File: src/rtl/uart_rx_pkg.sv
package uart_rx_pkg;

    typedef enum logic [2:0] {
        ST_IDLE,
        ST_START,
        ST_DATA,
        ST_PAR,
        ST_STOP,
        ST_STOP2,
        ST_LOWWAIT
    } rx_state_e;

    typedef struct packed {
        logic [7:0] data;
        logic       perr;
        logic       ferr;
        logic       brk;
    } rx_char_t;

endpackage

File: src/rtl/uart_rx_sync.sv
module uart_rx_sync #(
    parameter int STAGES = 2
) (
    input  logic clk,
    input  logic rst_n,
    input  logic din,
    output logic dout
);
    logic [STAGES-1:0] sh_d, sh_q;

    always_comb begin
        sh_d = {sh_q[STAGES-2:0], din};
    end

    always_ff @(posedge clk or negedge rst_n) begin
        if (!rst_n) sh_q <= '1;
        else        sh_q <= sh_d;
    end

    assign dout = sh_q[STAGES-1];
endmodule

File: src/rtl/uart_rx_frame.sv
module uart_rx_frame
    import uart_rx_pkg::*;
#(
    parameter int OVS = 16
) (
    input  logic       clk,
    input  logic       rst_n,
    input  logic       tick,
    input  logic       rx,
    input  logic [1:0] len_sel,
    input  logic       par_en,
    input  logic       par_even,
    input  logic       stop2,
    output logic       done,
    output rx_char_t   char_o
);
    localparam int CW  = $clog2(OVS);
    localparam int MID = OVS / 2 - 1;
    localparam int LST = OVS - 1;

    typedef struct packed {
        rx_state_e  st;
        logic [CW-1:0] cnt;
        logic [2:0] idx;
        logic [7:0] sh;
        logic       allz;
        logic       pbit;
        logic       ferr;
        logic       done;
        rx_char_t   ch;
    } frm_t;

    frm_t f_d, f_q;
    logic [2:0] last_idx;
    logic       at_mid, at_end, fin, fe_now, xr;

    always_comb begin
        f_d      = f_q;
        f_d.done = 1'b0;
        last_idx = 3'd4 + {1'b0, len_sel};
        at_mid   = (f_q.cnt == CW'(MID));
        at_end   = (f_q.cnt == CW'(LST));
        fin      = 1'b0;
        fe_now   = f_q.ferr;
        xr       = (^f_q.sh) ^ f_q.pbit;

        case (f_q.st)
            ST_IDLE: if (tick && !rx) begin
                f_d.st  = ST_START;
                f_d.cnt = '0;
            end
            ST_START: if (tick) begin
                if (at_mid) begin
                    f_d.cnt = '0;
                    if (!rx) begin
                        f_d.st   = ST_DATA;
                        f_d.idx  = '0;
                        f_d.sh   = '0;
                        f_d.allz = 1'b1;
                        f_d.pbit = 1'b0;
                        f_d.ferr = 1'b0;
                    end else begin
                        f_d.st = ST_IDLE;
                    end
                end else begin
                    f_d.cnt = f_q.cnt + 1'b1;
                end
            end
            ST_DATA: if (tick) begin
                if (at_end) begin
                    f_d.cnt         = '0;
                    f_d.sh[f_q.idx] = rx;
                    f_d.allz        = f_q.allz & ~rx;
                    if (f_q.idx == last_idx) f_d.st = par_en ? ST_PAR : ST_STOP;
                    else                     f_d.idx = f_q.idx + 1'b1;
                end else begin
                    f_d.cnt = f_q.cnt + 1'b1;
                end
            end
            ST_PAR: if (tick) begin
                if (at_end) begin
                    f_d.cnt  = '0;
                    f_d.pbit = rx;
                    f_d.allz = f_q.allz & ~rx;
                    f_d.st   = ST_STOP;
                end else begin
                    f_d.cnt = f_q.cnt + 1'b1;
                end
            end
            ST_STOP, ST_STOP2: if (tick) begin
                if (at_end) begin
                    f_d.cnt  = '0;
                    fe_now   = f_q.ferr | ~rx;
                    f_d.ferr = fe_now;
                    f_d.allz = f_q.allz & ~rx;
                    if (f_q.st == ST_STOP && stop2) f_d.st = ST_STOP2;
                    else                            fin = 1'b1;
                end else begin
                    f_d.cnt = f_q.cnt + 1'b1;
                end
            end
            ST_LOWWAIT: if (tick && rx) f_d.st = ST_IDLE;
            default: f_d.st = ST_IDLE;
        endcase

        if (fin) begin
            f_d.done = 1'b1;
            if (f_d.allz) begin
                f_d.ch = '{data: 8'h00, perr: 1'b0, ferr: 1'b1, brk: 1'b1};
                f_d.st = ST_LOWWAIT;
            end else begin
                f_d.ch.data = f_q.sh;
                f_d.ch.perr = par_en & (par_even ? xr : ~xr);
                f_d.ch.ferr = fe_now;
                f_d.ch.brk  = 1'b0;
                f_d.st      = ST_IDLE;
            end
        end
    end

    always_ff @(posedge clk or negedge rst_n) begin
        if (!rst_n) begin
            f_q      <= '0;
            f_q.st   <= ST_IDLE;
        end else begin
            f_q <= f_d;
        end
    end

    assign done   = f_q.done;
    assign char_o = f_q.ch;

    AST_BREAK_SHAPE: assert property (@(posedge clk) disable iff (!rst_n)
        (done && char_o.brk) |-> (char_o.ferr && !char_o.perr && char_o.data == 8'h00));
    AST_LOWWAIT_HOLD: assert property (@(posedge clk) disable iff (!rst_n)
        (f_q.st == ST_LOWWAIT) |=> (f_q.st == ST_LOWWAIT || f_q.st == ST_IDLE));
    AST_NO_TICK_STALL: assert property (@(posedge clk) disable iff (!rst_n)
        !tick |=> $stable(f_q.st));
    AST_DONE_SINGLE: assert property (@(posedge clk) disable iff (!rst_n)
        done |=> !done);
endmodule

File: src/rtl/uart_rx_hold.sv
module uart_rx_hold
    import uart_rx_pkg::*;
(
    input  logic     clk,
    input  logic     rst_n,
    input  logic     load,
    input  rx_char_t ch_in,
    input  logic     rd,
    output rx_char_t ch_o,
    output logic     rdy
);
    typedef struct packed {
        rx_char_t ch;
        logic     rdy;
    } hold_t;

    hold_t h_d, h_q;

    always_comb begin
        h_d = h_q;
        if (load) begin
            h_d.ch  = ch_in;
            h_d.rdy = 1'b1;
        end else if (rd) begin
            h_d.rdy     = 1'b0;
            h_d.ch.perr = 1'b0;
            h_d.ch.ferr = 1'b0;
            h_d.ch.brk  = 1'b0;
        end
    end

    always_ff @(posedge clk or negedge rst_n) begin
        if (!rst_n) h_q <= '0;
        else        h_q <= h_d;
    end

    assign ch_o = h_q.ch;
    assign rdy  = h_q.rdy;

    AST_LOAD_REPLACES: assert property (@(posedge clk) disable iff (!rst_n)
        load |=> (rdy && ch_o == $past(ch_in)));
    AST_READ_CLEARS: assert property (@(posedge clk) disable iff (!rst_n)
        (rd && !load) |=> (!rdy && !ch_o.perr && !ch_o.ferr && !ch_o.brk));
    AST_READ_KEEPS_BYTE: assert property (@(posedge clk) disable iff (!rst_n)
        (rd && !load) |=> $stable(ch_o.data));
endmodule

File: src/rtl/uart_rx_tagged.sv
module uart_rx_tagged
    import uart_rx_pkg::*;
#(
    parameter int OVS       = 16,
    parameter int SYNC_STGS = 2
) (
    input  logic       clk,
    input  logic       rst_n,
    input  logic       sample_en,
    input  logic       rx_in,
    input  logic [1:0] cfg_len,
    input  logic       cfg_par_en,
    input  logic       cfg_par_even,
    input  logic       cfg_stop2,
    input  logic       rd_stb,
    output logic [7:0] rx_data,
    output logic       data_rdy,
    output logic       tag_parity,
    output logic       tag_frame,
    output logic       tag_break
);
    logic     rx_s;
    logic     frm_done;
    rx_char_t frm_char;
    rx_char_t held;

    uart_rx_sync #(.STAGES(SYNC_STGS)) u_sync (
        .clk  (clk),
        .rst_n(rst_n),
        .din  (rx_in),
        .dout (rx_s)
    );

    uart_rx_frame #(.OVS(OVS)) u_frame (
        .clk     (clk),
        .rst_n   (rst_n),
        .tick    (sample_en),
        .rx      (rx_s),
        .len_sel (cfg_len),
        .par_en  (cfg_par_en),
        .par_even(cfg_par_even),
        .stop2   (cfg_stop2),
        .done    (frm_done),
        .char_o  (frm_char)
    );

    uart_rx_hold u_hold (
        .clk  (clk),
        .rst_n(rst_n),
        .load (frm_done),
        .ch_in(frm_char),
        .rd   (rd_stb),
        .ch_o (held),
        .rdy  (data_rdy)
    );

    assign rx_data    = held.data;
    assign tag_parity = held.perr;
    assign tag_frame  = held.ferr;
    assign tag_break  = held.brk;

    AST_TAGS_NEED_READY: assert property (@(posedge clk) disable iff (!rst_n)
        (tag_parity || tag_frame || tag_break) |-> data_rdy);
endmodule

File: config.mk
export PLATFORM = sky130hd
export DESIGN_NAME = uart_rx_tagged
export DESIGN_NICKNAME = d
export VERILOG_FILES = /design/src/rtl/uart_rx_pkg.sv /design/src/rtl/uart_rx_sync.sv /design/src/rtl/uart_rx_frame.sv /design/src/rtl/uart_rx_hold.sv /design/src/rtl/uart_rx_tagged.sv
export SDC_FILE = /design/constraint.sdc
export NUM_CORES = 1
export LEC_CHECK = 0
export ABC_AREA = 1
export ABC_CLOCK_PERIOD_IN_PS = 1700
export CAP_MARGIN = 20
export CORE_AREA = 3 3 88 90
export DETAILED_ROUTE_END_ITERATION = 10
export DIE_AREA = 0 0 91 93
export PLACE_DENSITY = 0.64
export SLEW_MARGIN = 20
export SYNTH_ARGS = -nofsm -noshare
export SYNTH_HDL_FRONTEND = slang
export SYNTH_SLANG_ARGS = --single-unit
File: constraint.sdc
create_clock -name clk -period 1.7 [get_ports clk]
set_input_delay 0.34 -clock clk [delete_from_list [all_inputs] [get_ports clk]]
set_output_delay 0.34 -clock clk [all_outputs]
set_load 0.005 [all_outputs]
After elaboration in Yosys (flattened, before gate mapping)
Index checks and enable logic that the tools add are counted.
- flip-flop bits (word level): 47
- input port bits: 10
- add/sub/neg operators: 3
- $lt $le $gt $ge: 2
- eq/ne operators: 31
- muxes and demuxes: 47
- bitwise gates (word level): 6
- reduce and logical (&&, ||, !) cells: 19
- operator list (cell ; number):
    $mux W3 ; 11
    $mux W14 ; 2
    $mux W12 ; 2
    $ne A3 B1 Y1 const B ; 8
    $pmux W11 S2 ; 1
    $mux W21 ; 1
    $mux W7 ; 3
    $pmux W4 S5 ; 1
    $mux W19 ; 1
    $pmux W3 S6 ; 1
    $reduce_and A6 Y1 ; 3
    $mux W4 ; 4
    $ne A2 B2 Y1 const B ; 6
    $ne A3 B2 Y1 const B ; 4
    $reduce_and A12 Y1 ; 1
    $mux W1 ; 11
    $mux W11 ; 1
    $eq A3 B3 Y1 const B ; 3
    $bwmux W8 ; 1
    $ne A2 B1 Y1 const B ; 4
    $reduce_bool A2 Y1 ; 4
    $reduce_xor A8 Y1 ; 1
    $reduce_and A7 Y1 ; 1
    $eq A3 B2 Y1 const B ; 2
    23 further kinds ; 31

Depth between registers and ports, before layout
Gate-level depths: netlist of the first run.
- depth in word-level cells: 10
- mapped depth: 11

Modules after synthesis
From an unflattened synthesis of the first run, not the netlist that was laid out.
- cells, all modules: 352
- area total of the unflattened synthesis: 2627.5 µm²
- modules (own cells, without submodules) (module ; times used ; cells each ; area an instance (µm²) ; seq. area each (µm²)):
    uart_rx_frame ; 1 ; 300 ; 2122.0 ; 825.8
    uart_rx_hold ; 1 ; 50 ; 452.9 ; 300.3
    uart_rx_sync ; 1 ; 2 ; 52.6 ; 52.6

Least setup slack after synthesis of the first run
No wires, ideal clock.
- path type: reg-to-reg
- from: register u_frame.f_q[26] (netlist bit)
- to: register u_frame.f_q[30] (netlist bit)
- data arrival time: 1.410 ns
- slack: 0.169 ns
- cell stages (with the launch flop): 10
- buffers on the path: 1
- period minus slack after synthesis: 1.531 ns
- cell sequence: dfrtp_1 > ha_1 > nand2_2 > nor2_2 > nand2_2 > nor2_4 > inv_2 > buf_4 > nand2_1 > o21ai_1
- cells in the longest elaborated chain, start to end: 6
- elaborated cells between the ends (all ways): 19
- RTL lines (element ; RTL line ; RTL):
    start: declaration ; uart_rx_frame.sv:33 ; frm_t f_d, f_q;
    $eq A4 B4 Y1 ; uart_rx_frame.sv:42 ; at_end = (f_q.cnt == CW'(LST));
    $mux W1 ; uart_rx_frame.sv:91 ; if (at_end) begin
    $mux W1 ; uart_rx_frame.sv:90 ; ST_STOP, ST_STOP2: if (tick) begin
    $mux W1 ; uart_rx_frame.sv:47 ; case (f_q.st)
    $ne A3 B1 Y1 (no source line) / $ne A3 B2 Y1 (equally long branches) ; -- ;
    $reduce_and A12 Y1 (no source line) ; -- ;
Several ways; a longest one is shown, not always the timed one.
A chain may end at the register's enable or synchronous reset.

Worst setup path after layout of the first run
- from: register u_frame.f_q[27] (netlist bit)
- to: register u_frame.f_q[32] (netlist bit)
- cells in the longest elaborated chain, start to end: 6
- elaborated cells between the ends (all ways): 29
- RTL lines (element ; RTL line):
    $eq A4 B4 Y1 / $eq A4 B3 Y1 (equally long branches) ; uart_rx_frame.sv:42, uart_rx_frame.sv:41
    $mux W1 (tied with other cells) ; uart_rx_frame.sv:91
    $mux W1 (tied with other cells) ; uart_rx_frame.sv:90
    $mux W1 / $pmux W1 S4 (equally long branches) ; uart_rx_frame.sv:47
    $ne A3 B1 Y1 (no source line) (tied with other cells) ; --
    $reduce_and A12 Y1 (no source line) / $mux W3 (equally long branches) ; --
Several ways; a longest one is shown, not always the timed one. The select of a mux whose other input is x is not followed.

==> run_results.csv, run 1 <==
group,metric,value,unit
worst_hold_path,min_from,"u_sync.sh_q[0]",
synth,synthesis.nets,329,
synth,synth-warning-count,0,
floorplanning,start_util,35.4,%
worst_hold_path,whs_endpoint,"u_sync.sh_q[1]",
clock_network,cts.path.max_buffers,2,
run,maxCapViolations,0,
timing,final-hold-violation-count,0,
detailed_routing,num_vias,2063,
timing,rsz0062_at_grt,"yes",
global_route,grt_max_degree,24,
clock_network,cts-root-buf,"clkbuf_8",
critical_path,path_max_fanout,3,
status,status,"complete, no violations",
timing,tns,0,ns
pwr,p_per_area,960,nW/um^2
critical_path,cp.required,1.93,ns
floorplanning,die_y,93,um
synth,ys.flop_type,"dfrtp_1",
critical_path,worst-r2r-cell-count,10,
detailed_routing,drc,0,
pwr,p_leak,1.50,nW
layout,insertedDiodeCount,0,
synth,yosysUniqueCellTypes,38,
critical_path,crit_type,"reg -> reg",
critical_path,rr_startpoint,"u_frame.f_q[27]",
timing,slew_headroom,77.9,%
layout,syn_to_final_growth,22.8,%
synth,avgSynthCellArea,7.97,sq um
global_route,antenna_found_initial,0,
critical_path,r2r-end,"u_frame.f_q[32]",
detailed_routing,vias_per_cell,4.50,
layout,final_core_util,43.5,%
detailed_routing,wl_per_cell,10.6,um
placed_design,gp_congestion,0.874,
floorplanning,row_count,31,
global_route,grt_pass1_wl,8.78,mm
critical_path,r2r_setup_slack,0.09,ns
synth,synth-seq-cells,47,
detailed_routing,ant_nets,0,
timing,tightest_slew,0.329,ns
timing,report.final.slew_viol_count,0,
timing,timing.fmax,0.622,GHz
timing,timing.final.crit_share,94.5,%
global_route,grt_util_all_layers,12.4,%
layout,layout.nets,370,
floorplanning,ios,22,
detailed_routing,wl,4.86,mm
detailed_routing,first_pass_iters,4,
placed_design,hpwl,3.82,mm
timing,skew,0.00663,ns
critical_path,arrival,1.84,ns
synth,async_flop_share,100,%
floorplanning,die_area,8460,sq um
synth,synthCells,317,
pwr,power,2.98,mW
critical_path,worst_setup_path_start_kind,"flop",
layout,drive_gt1_share,18.4,%
timing,setup_viol,0,
global_route,grt_overflow,0,
placed_design,io_buffer_count,21,
clock_network,clk_pin_slew,0.09,ns
clock_network,clk_latency,0.29,ns
worst_hold_path,holdPathStages,0,
synth,ys_seq_area_share,46.6,%
detailed_routing,drt-initial-drc-count,95,
clock_network,cts_sinks,47,
clock_network,numCtsBuffers,5,
floorplanning,coreArea,7140,sq um
timing,min_period,1.61,ns
clock_network,cts_tree,"done",
worst_hold_path,hold_class,"reg -> reg",
floorplanning,die_w,91,um
synth,netlist_area,2530,sq um
synth,synth-edff-count,0,
global_route,grt_pass1_vias,1989,
clock_network,htree_levels,2,
critical_path,cp-end-kind,"flop",
pwr,irDropWorstVdd,408,uV
-- stage by stage --
step | std cells | hold WS, ns | worst slack (ns) | area [sq um]
floorplan | 317 | 0.0444 | 0.169 | 2530
global route | 458 | 0.369 | -0.0445 | 3100
CTS | 458 | 0.366 | 0.0473 | 3080
finish | 458 | 0.364 | 0.0927 | 3100
global placement | 449 | 0.255 | -0.0744 | 2960
detailed placement | 449 | 0.261 | -0.137 | 2960
-- timing repair --
item	in CTS	in global routing
resized for setup	0	8
setup endpoints to repair	0	21
buffers inserted	0	0
hold buffers	1	0
endpoints found under the hold margin	12	0
-- synth_stat cells, drive strengths merged, types with 3 or more instances --
cell,instances,share of area (%)
o21ai,30,6.7
inv,38,5.7
nor2,19,4.8
a31oi,5,1.5
nand3,25,5.6
buf,4,1.1
nor3,6,1.2
a21oi,6,1.3
dfrtp,45,45
xor2,3,1.0
nand2,121,20
-- flip-flops by register name, indices dropped and copies added (netlist names) --
signal and flops:
u_frame.f_q 21, u_frame.char_o 11, u_hold.ch_o 11, u_sync.sh_q 2, u_frame.done 1, u_hold.rdy 1
-- how the worst max path moves through the flow --
stage / end / slack [ns] / from
4_1_cts: u_frame.f_q[24] / 0.05 / u_frame.f_q[27]
5_1_grt: u_frame.f_q[30] / -0.04 / u_frame.f_q[27]
3_3_place_gp: u_frame.char_o[2] / -0.07 / sample_en
3_5_place_dp: u_frame.f_q[32] / -0.14 / sample_en
6_report: u_frame.f_q[32] / 0.09 / u_frame.f_q[27]
2_1_floorplan: u_frame.f_q[30] / 0.17 / u_frame.f_q[26]
-- cells by family after synthesis --
kind of cell             synth area share [%]
XOR/XNOR                                 1.73
buffers and inverters                    7.72
flip-flops                               46.6
adder cells (fa/ha/maj)                 0.990
AO/OA/AOI/OAI                            10.9
AND/OR/NAND/NOR                          32.0
-- worst max-delay path: stages, from the launching register on --
cell,delay (ns)
dfrtp_1,0.39
ha_2,0.20
nand2_2,0.09
nor2_4,0.14
buf_4,0.13
o21ai_0,0.09
a21oi_2,0.19
inv_1,0.09
nor2_4,0.12
nand2_1,0.06
nand2_1,0.05
-- power breakdown --
part | switching [mW] | internal (mW) | leakage (nW) | total [mW]
sequential | 0.0925 | 1.18 | 0.632 | 1.28
clock | 0.380 | 0.443 | 0.0548 | 0.823
combinational | 0.559 | 0.323 | 0.816 | 0.882
total | 1.03 | 1.95 | 1.50 | 2.98
-- layer usage --
| layer | global-route usage, % | routed length (um) | up-vias |
|---|---|---|---|
| met3 | 2.82 | 191 | 6 |
| met1 | 15.4 | 2200 | 928 |
| met2 | 21.5 | 2420 | 39 |
| met4 | 3.77 | 43 | 0 |
| li1 | - | - | 1090 |
| met5 | 0 | 0 | - |
-- layout by cell type (no fill, tap or decap), types with 7 or more instances in the layout --
cell type,netlist,final
clkdlybuf4s50_1,0,20
o21ai_0,19,18
dfrtp_1,45,43
buf_4,1,17
inv_1,32,32
nand2_1,111,111
nor2_1,11,10
o21ai_1,8,9
nor2_4,6,7
nand3_1,23,23
-- layout make-up --
type                            instances  area (sq um)
Tap cell                               99           124
Clock inverter                          3          46.3
Clock buffer                            5          68.8
Inverter                               39           149
Multi-Input combinational cell        225          1170
Timing Repair Buffer                   40           363
Sequential cell                        47          1180
Fill cell                             749          4030
No activity file was read; power rests on OpenSTA's default activity.
==> inputs of run 2 (changes only) <==
--- a/config.mk
+++ b/config.mk
@@ -8,11 +8,12 @@
 export ABC_AREA = 1
 export ABC_CLOCK_PERIOD_IN_PS = 1700
 export CAP_MARGIN = 20
-export CORE_AREA = 3 3 88 90
+export CORE_AREA = 4 4 91 93
 export DETAILED_ROUTE_END_ITERATION = 10
-export DIE_AREA = 0 0 91 93
+export DIE_AREA = 0 0 95 97
 export PLACE_DENSITY = 0.64
 export SLEW_MARGIN = 20
 export SYNTH_ARGS = -nofsm -noshare
 export SYNTH_HDL_FRONTEND = slang
+export SYNTH_HIERARCHICAL = 1
 export SYNTH_SLANG_ARGS = --single-unit
==> run 2 against run 1 <==
  * Non-clock buffer count fell by 3
  * Fmax barely moved
  * Synthesized cell count rose by 11%
  * Via count rose by 7.9%
  * Core utilization fell by 1.6 points
  * Critical path depth did not move
==> run_results.csv, run 2 <==
group,metric,value,unit
layout,fill_cells,783,
layout,regMostFlops,"u_frame/f_q",
detailed_routing,drt-initial-drc-count,70,
detailed_routing,first_pass_iters,4,
layout,final_common_cell,"nand2_1",
detailed_routing,vias_per_cell,4.62,
worst_hold_path,whs_endpoint,"u_sync/sh_q[1]",
critical_path,r2r_setup_slack,0.09,ns
synth,synthCells,352,
critical_path,r2r-end,"u_frame/f_q[32]",
synth,synth_top_area_share,42.9,%
synth,yosysUniqueCellTypes,28,
detailed_routing,drc,0,
synth,avgSynthCellArea,7.46,sq um
timing,timing.final.crit_share,94.5,%
critical_path,rr_startpoint,"u_frame/f_q[26]",
layout,multi_input_area,1280,sq um
floorplanning,ios,22,
timing,skew,0.00457,ns
floorplanning,die_w,95,um
timing,report.final.slew_viol_count,0,
clock_network,cts_sinks,47,
layout,insertedDiodeCount,0,
synth,yosysMostFrequentCell,"nand2_1",
worst_hold_path,min_from,"u_sync/sh_q[0]",
critical_path,crit_type,"reg -> reg",
timing,tightest_slew,0.433,ns
critical_path,worst-r2r-cell-count,10,
critical_path,path_max_fanout,5,
synth,synth-warning-count,6,
pwr,p_leak,1.59,nW
layout,drive_gt1_share,18.9,%
floorplanning,die_y,97,um
floorplanning,row_count,32,
synth,synth.largest_area_cell,"dfrtp_1",
timing,min_period,1.61,ns
detailed_routing,wl_per_cell,10.8,um
synth,synthesis.nets,364,
status,status,"complete, no violations",
timing,final-hold-violation-count,0,
timing,timing.fmax,0.623,GHz
critical_path,cp-end-kind,"flop",
global_route,grt_pass1_wl,9.30,mm
worst_hold_path,holdPathStages,0,
timing,tns,0,ns
clock_network,numCtsBuffers,5,
placed_design,placed_area,2940,sq um
layout,final-seq-area,1180,sq um
synth,synth-edff-count,0,
detailed_routing,wl,5.22,mm
global_route,grt_overflow,0,
synth,ys_seq_area_share,44.9,%
clock_network,cts_tree,"done",
layout,syn_to_final_growth,20.0,%
placed_design,io_buffer_count,21,
floorplanning,die_area,9220,sq um
critical_path,worst_setup_path_start_kind,"flop",
global_route,antenna_found_initial,0,
floorplanning,coreArea,7530,sq um
timing,setup_viol,0,
global_route,grt_max_degree,20,
critical_path,arrival,1.80,ns
placed_design,gp_congestion,0.892,
synth,netlist_area,2630,sq um
floorplanning,start_util,34.9,%
detailed_routing,num_vias,2226,
timing,rsz0062_at_grt,"no",
worst_hold_path,hold_class,"reg -> reg",
synth,ys.flop_type,"dfrtp_1",
synth,synthTopCellsByArea,"dfrtp_1 43%, nand2_1 20%, nand3_1 3.6%",
clock_network,cts-root-buf,"clkbuf_8",
critical_path,cp.required,1.90,ns
clock_network,cts.path.max_buffers,2,
clock_network,clk_latency,0.30,ns
layout,layout.nets,391,
layout,largest_register_ffs,21,
global_route,grt_util_all_layers,12.4,%
run,maxCapViolations,0,
layout,fin_area,3150,sq um
clock_network,htree_levels,2,
placed_design,hpwl,4.18,mm
synth,synth-seq-cells,47,
clock_network,clk_pin_slew,0.09,ns
synth,async_flop_share,100,%
pwr,p_per_area,983,nW/um^2
global_route,grt_pass1_vias,2111,
synth,ys_top_cells_by_count,"140 x nand2_1, 45 x dfrtp_1, 23 x inv_1, 21 x nor2_1, 19 x nand3_1",
timing,slew_headroom,71.2,%
layout,layout_common_cells,"138 x nand2_1, 44 x dfrtp_1, 22 x inv_1",
pwr,irDropWorstVdd,398,uV
detailed_routing,ant_nets,0,
run 2: critical path, stage by stage (launching register included):
cell     delay (ns)
dfrtp_1        0.44
ha_4           0.18
nand2_4        0.07
nor2_4         0.14
nand2_2        0.15
nor2_8         0.15
inv_2          0.09
nand2_2        0.11
nand2_2        0.07
nand2_1        0.07
nand2_1        0.05
run 2: cell families (layout without fill, tap and decap cells):
kind of cell | count (synthesis) | after routing | synth area share [%]
XOR/XNOR | 3 | 3 | 1.00
AO/OA/AOI/OAI | 37 | 37 | 7.67
adder cells (fa/ha/maj) | 2 | 2 | 0.952
AND/OR/NAND/NOR | 213 | 213 | 36.2
flip-flops | 47 | 47 | 44.9
buffers and inverters | 50 | 78 | 9.33
run 2: through the flow:
stage	instances	worst slack, ns	hold WS, ns	total power, mW	util, %
3_5_place_dp	470	-0.138	0.309	2.29	39.1
4_1_cts	479	0.0543	0.365	3.05	40.6
2_1_floorplan	352	0.257	0.0444	2.07	-
3_3_place_gp	470	-0.136	0.299	2.29	39.1
5_1_grt	482	0.00721	0.373	3.31	41.9
6_report	482	0.0941	0.363	3.10	41.9
run 2: cell type report:
type,instances,area share (%)
clock inverter,1,0.238
tap,102,4.05
timing repair buffer,37,10.8
inverter,33,3.93
clock buffer,7,3.05
multi-input combinational,255,40.5
sequential,47,37.4
run 2: repair_timing:
action | CTS | global route
resized for setup | 1 | 23
pin swaps | 0 | 5
hold buffers | 1 | 0
endpoints found under the setup margin | 6 | 18
endpoints found under the hold margin | 14 | 0
setup buffers | 0 | 3
run 2: how the worst max path moves through the flow:
stage / start / to / depth (start not counted)
floorplan: u_frame/f_q[26] / u_frame/f_q[21] / 8
global placement: sample_en / u_frame/f_q[20] / 6
detailed placement: sample_en / u_frame/f_q[32] / 10
CTS: u_frame/f_q[26] / u_frame/f_q[16] / 8
global route: u_frame/f_q[26] / u_frame/f_q[16] / 8
finish: u_frame/f_q[26] / u_frame/f_q[32] / 10
run 2: layer usage:
layer / track usage (%) / routed length, um / vias up
met2: 20.1 / 2460 / 60
li1: - / - / 1154
met4: 4.33 / 80 / 0
met1: 15.9 / 2410 / 1003
met3: 3.03 / 266 / 9
met5: 0 / 0 / -
run 2: power by group:
group / switching, mW / total, mW / internal [mW]
sequential: 0.0996 / 1.28 / 1.18
clock: 0.366 / 0.736 / 0.370
combinational: 0.728 / 1.08 / 0.352
==> inputs of run 3 (changes only) <==
--- a/config.mk
+++ b/config.mk
@@ -11,7 +11,8 @@
 export CORE_AREA = 4 4 91 93
 export DETAILED_ROUTE_END_ITERATION = 10
 export DIE_AREA = 0 0 95 97
-export PLACE_DENSITY = 0.64
+export DONT_BUFFER_PORTS = 1
+export PLACE_DENSITY = 0.6
 export SLEW_MARGIN = 20
 export SYNTH_ARGS = -nofsm -noshare
 export SYNTH_HDL_FRONTEND = slang
==> run 3 against run 2 <==
  * Design area shrank 8.7%
  * Worst setup slack better by 0.019 ns
  * Count of clock-buffer cells in the layout decreased by 2
  * Final cell count decreased by 6.6%
  * Sequential power about the same
  * Largest cell class unchanged
  * Routed wire length is 3.0% lower
  * Via count down 6.2%
  * Flip-flop and latch count stayed put
  * Core utilization is 3.6 points lower
  * Critical path type unchanged
  * Clock skew shrank 0.00052 ns
  * Non-clock buffer count shrank 32
==> run_results.csv, run 3 (synthesized netlist as in run 2, its figures left out) <==
group,metric,value,unit
status,status,"complete, no violations",
placed_design,io_buffer_count,0,
timing,tns,0,ns
critical_path,r2r-end,"u_frame/f_q[31]",
floorplanning,die_w,95,um
layout,largest_register_ffs,21,
critical_path,path_max_fanout,7,
timing,report.final.slew_viol_count,0,
clock_network,cts_sinks,47,
layout,drive_gt1_share,16.4,%
layout,fin_cells,450,
clock_network,htree_levels,2,
detailed_routing,wl_per_cell,11.2,um
layout,insertedDiodeCount,0,
detailed_routing,vias_per_cell,4.64,
clock_network,cts.path.max_buffers,2,
placed_design,gp_congestion,0.815,
floorplanning,start_util,34.9,%
critical_path,worst_setup_path_start_kind,"flop",
timing,timing.fmax,0.630,GHz
timing,final-hold-violation-count,0,
placed_design,post-place-cells,438,
pwr,p_per_area,1090,nW/um^2
layout,fill_cells,803,
detailed_routing,num_vias,2088,
worst_hold_path,whs_endpoint,"u_sync/sh_q[0]",
timing,fin_worst_hold_slack,0.0339,ns
placed_design,place_ws,0.0605,ns
layout,multi_input_area,1270,sq um
critical_path,cp-end-kind,"flop",
global_route,antenna_found_initial,0,
worst_hold_path,holdPathStages,0,
global_route,grt_max_degree,48,
pwr,p_leak,1.50,nW
critical_path,worst-r2r-cell-count,9,
clock_network,numCtsBuffers,5,
run,maxCapViolations,0,
clock_network,clk_latency,0.29,ns
floorplanning,die_area,9220,sq um
placed_design,placed_area,2640,sq um
timing,tightest_slew,0.404,ns
detailed_routing,wl,5.06,mm
floorplanning,row_count,32,
layout,syn_to_final_growth,9.62,%
layout,regMostFlops,"u_frame/f_q",
layout,fin_area,2880,sq um
placed_design,hpwl,3.81,mm
clock_network,clk_pin_slew,0.09,ns
global_route,grt_util_all_layers,11.7,%
layout,final_core_util,38.3,%
clock_network,cts_tree,"done",
floorplanning,ios,22,
detailed_routing,first_pass_iters,4,
critical_path,cp.required,1.89,ns
critical_path,arrival,1.77,ns
layout,layout_common_cells,"139 x nand2_1, 44 x dfrtp_1, 23 x inv_1",
worst_hold_path,hold_class,"in -> reg",
timing,min_period,1.59,ns
worst_hold_path,min_from,"rx_in",
layout,final_common_cell,"nand2_1",
global_route,grt_pass1_wl,8.89,mm
floorplanning,coreArea,7530,sq um
critical_path,rr_startpoint,"u_frame/f_q[30]",
timing,setup_ws,0.113,ns
pwr,irDropWorstVdd,503,uV
floorplanning,die_y,97,um
detailed_routing,drc,0,
critical_path,crit_type,"reg -> reg",
layout,layout.nets,359,
layout,final-seq-area,1180,sq um
critical_path,r2r_setup_slack,0.11,ns
timing,setup_viol,0,
global_route,grt_pass1_vias,1995,
detailed_routing,drt-initial-drc-count,96,
timing,timing.final.crit_share,93.4,%
detailed_routing,ant_nets,0,
timing,skew,0.00405,ns
clock_network,cts-root-buf,"clkbuf_8",
pwr,power,3.15,mW
timing,slew_headroom,73.0,%
global_route,grt_overflow,0,
run 3: changes by cell type in the layout (fill, tap and decap cells not counted), sizes merged:
cell	delta
clkbuf	-2
clkdlybuf4s50	-20
clkinvlp	-1
bufinv	+1
clkinv	+2
buf	-12
run 3: area by class of cell:
type,count,share of cell area (%)
Sequential cell,47,41.0
Multi-Input combinational cell,255,44.1
Clock inverter,3,1.52
Tap cell,102,4.43
Timing Repair Buffer,5,2.09
Inverter,33,4.47
Clock buffer,5,2.39
run 3: repair_timing:
action	4_1_cts	5_1_grt
hold buffers	2	0
buffers inserted	0	2
resized for setup	0	20
setup endpoints to repair	0	25
endpoints found under the hold margin	47	0
run 3: critical path: stages, from the launching register on:
cell,delay (ns)
dfrtp_1,0.54
nand2_2,0.13
nor2_4,0.20
nand2_1,0.13
nand2_1,0.08
nor2_1,0.04
nand2_1,0.12
nand2_4,0.07
nand3_1,0.10
nand2_1,0.06
run 3: metal layers:
metal	vias up	global-route usage (%)	share of wire, %
met5	-	0	0
met4	0	2.44	0.99
met3	5	3.19	5.1
met2	43	18.7	46
met1	952	16.0	48
li1	1088	-	-
run 3: worst max-delay path by stage:
stage	start	to	slack [ns]	cells after the start
2_1_floorplan	u_frame/f_q[26]	u_frame/f_q[21]	0.26	8
3_3_place_gp	u_frame/f_q[26]	u_frame/f_q[31]	0.10	10
3_5_place_dp	u_frame/f_q[26]	u_frame/f_q[30]	0.06	10
4_1_cts	u_frame/f_q[26]	u_frame/f_q[31]	0.04	10
5_1_grt	u_frame/f_q[26]	u_frame/char_o[3]	-0.009	9
6_report	u_frame/f_q[30]	u_frame/f_q[31]	0.11	9
run 3: where the power goes:
part | switching [mW] | leakage [nW] | internal [mW]
Combinational | 0.712 | 0.807 | 0.334
Clock | 0.377 | 0.0581 | 0.438
Sequential | 0.101 | 0.638 | 1.18
Total | 1.19 | 1.50 | 1.96
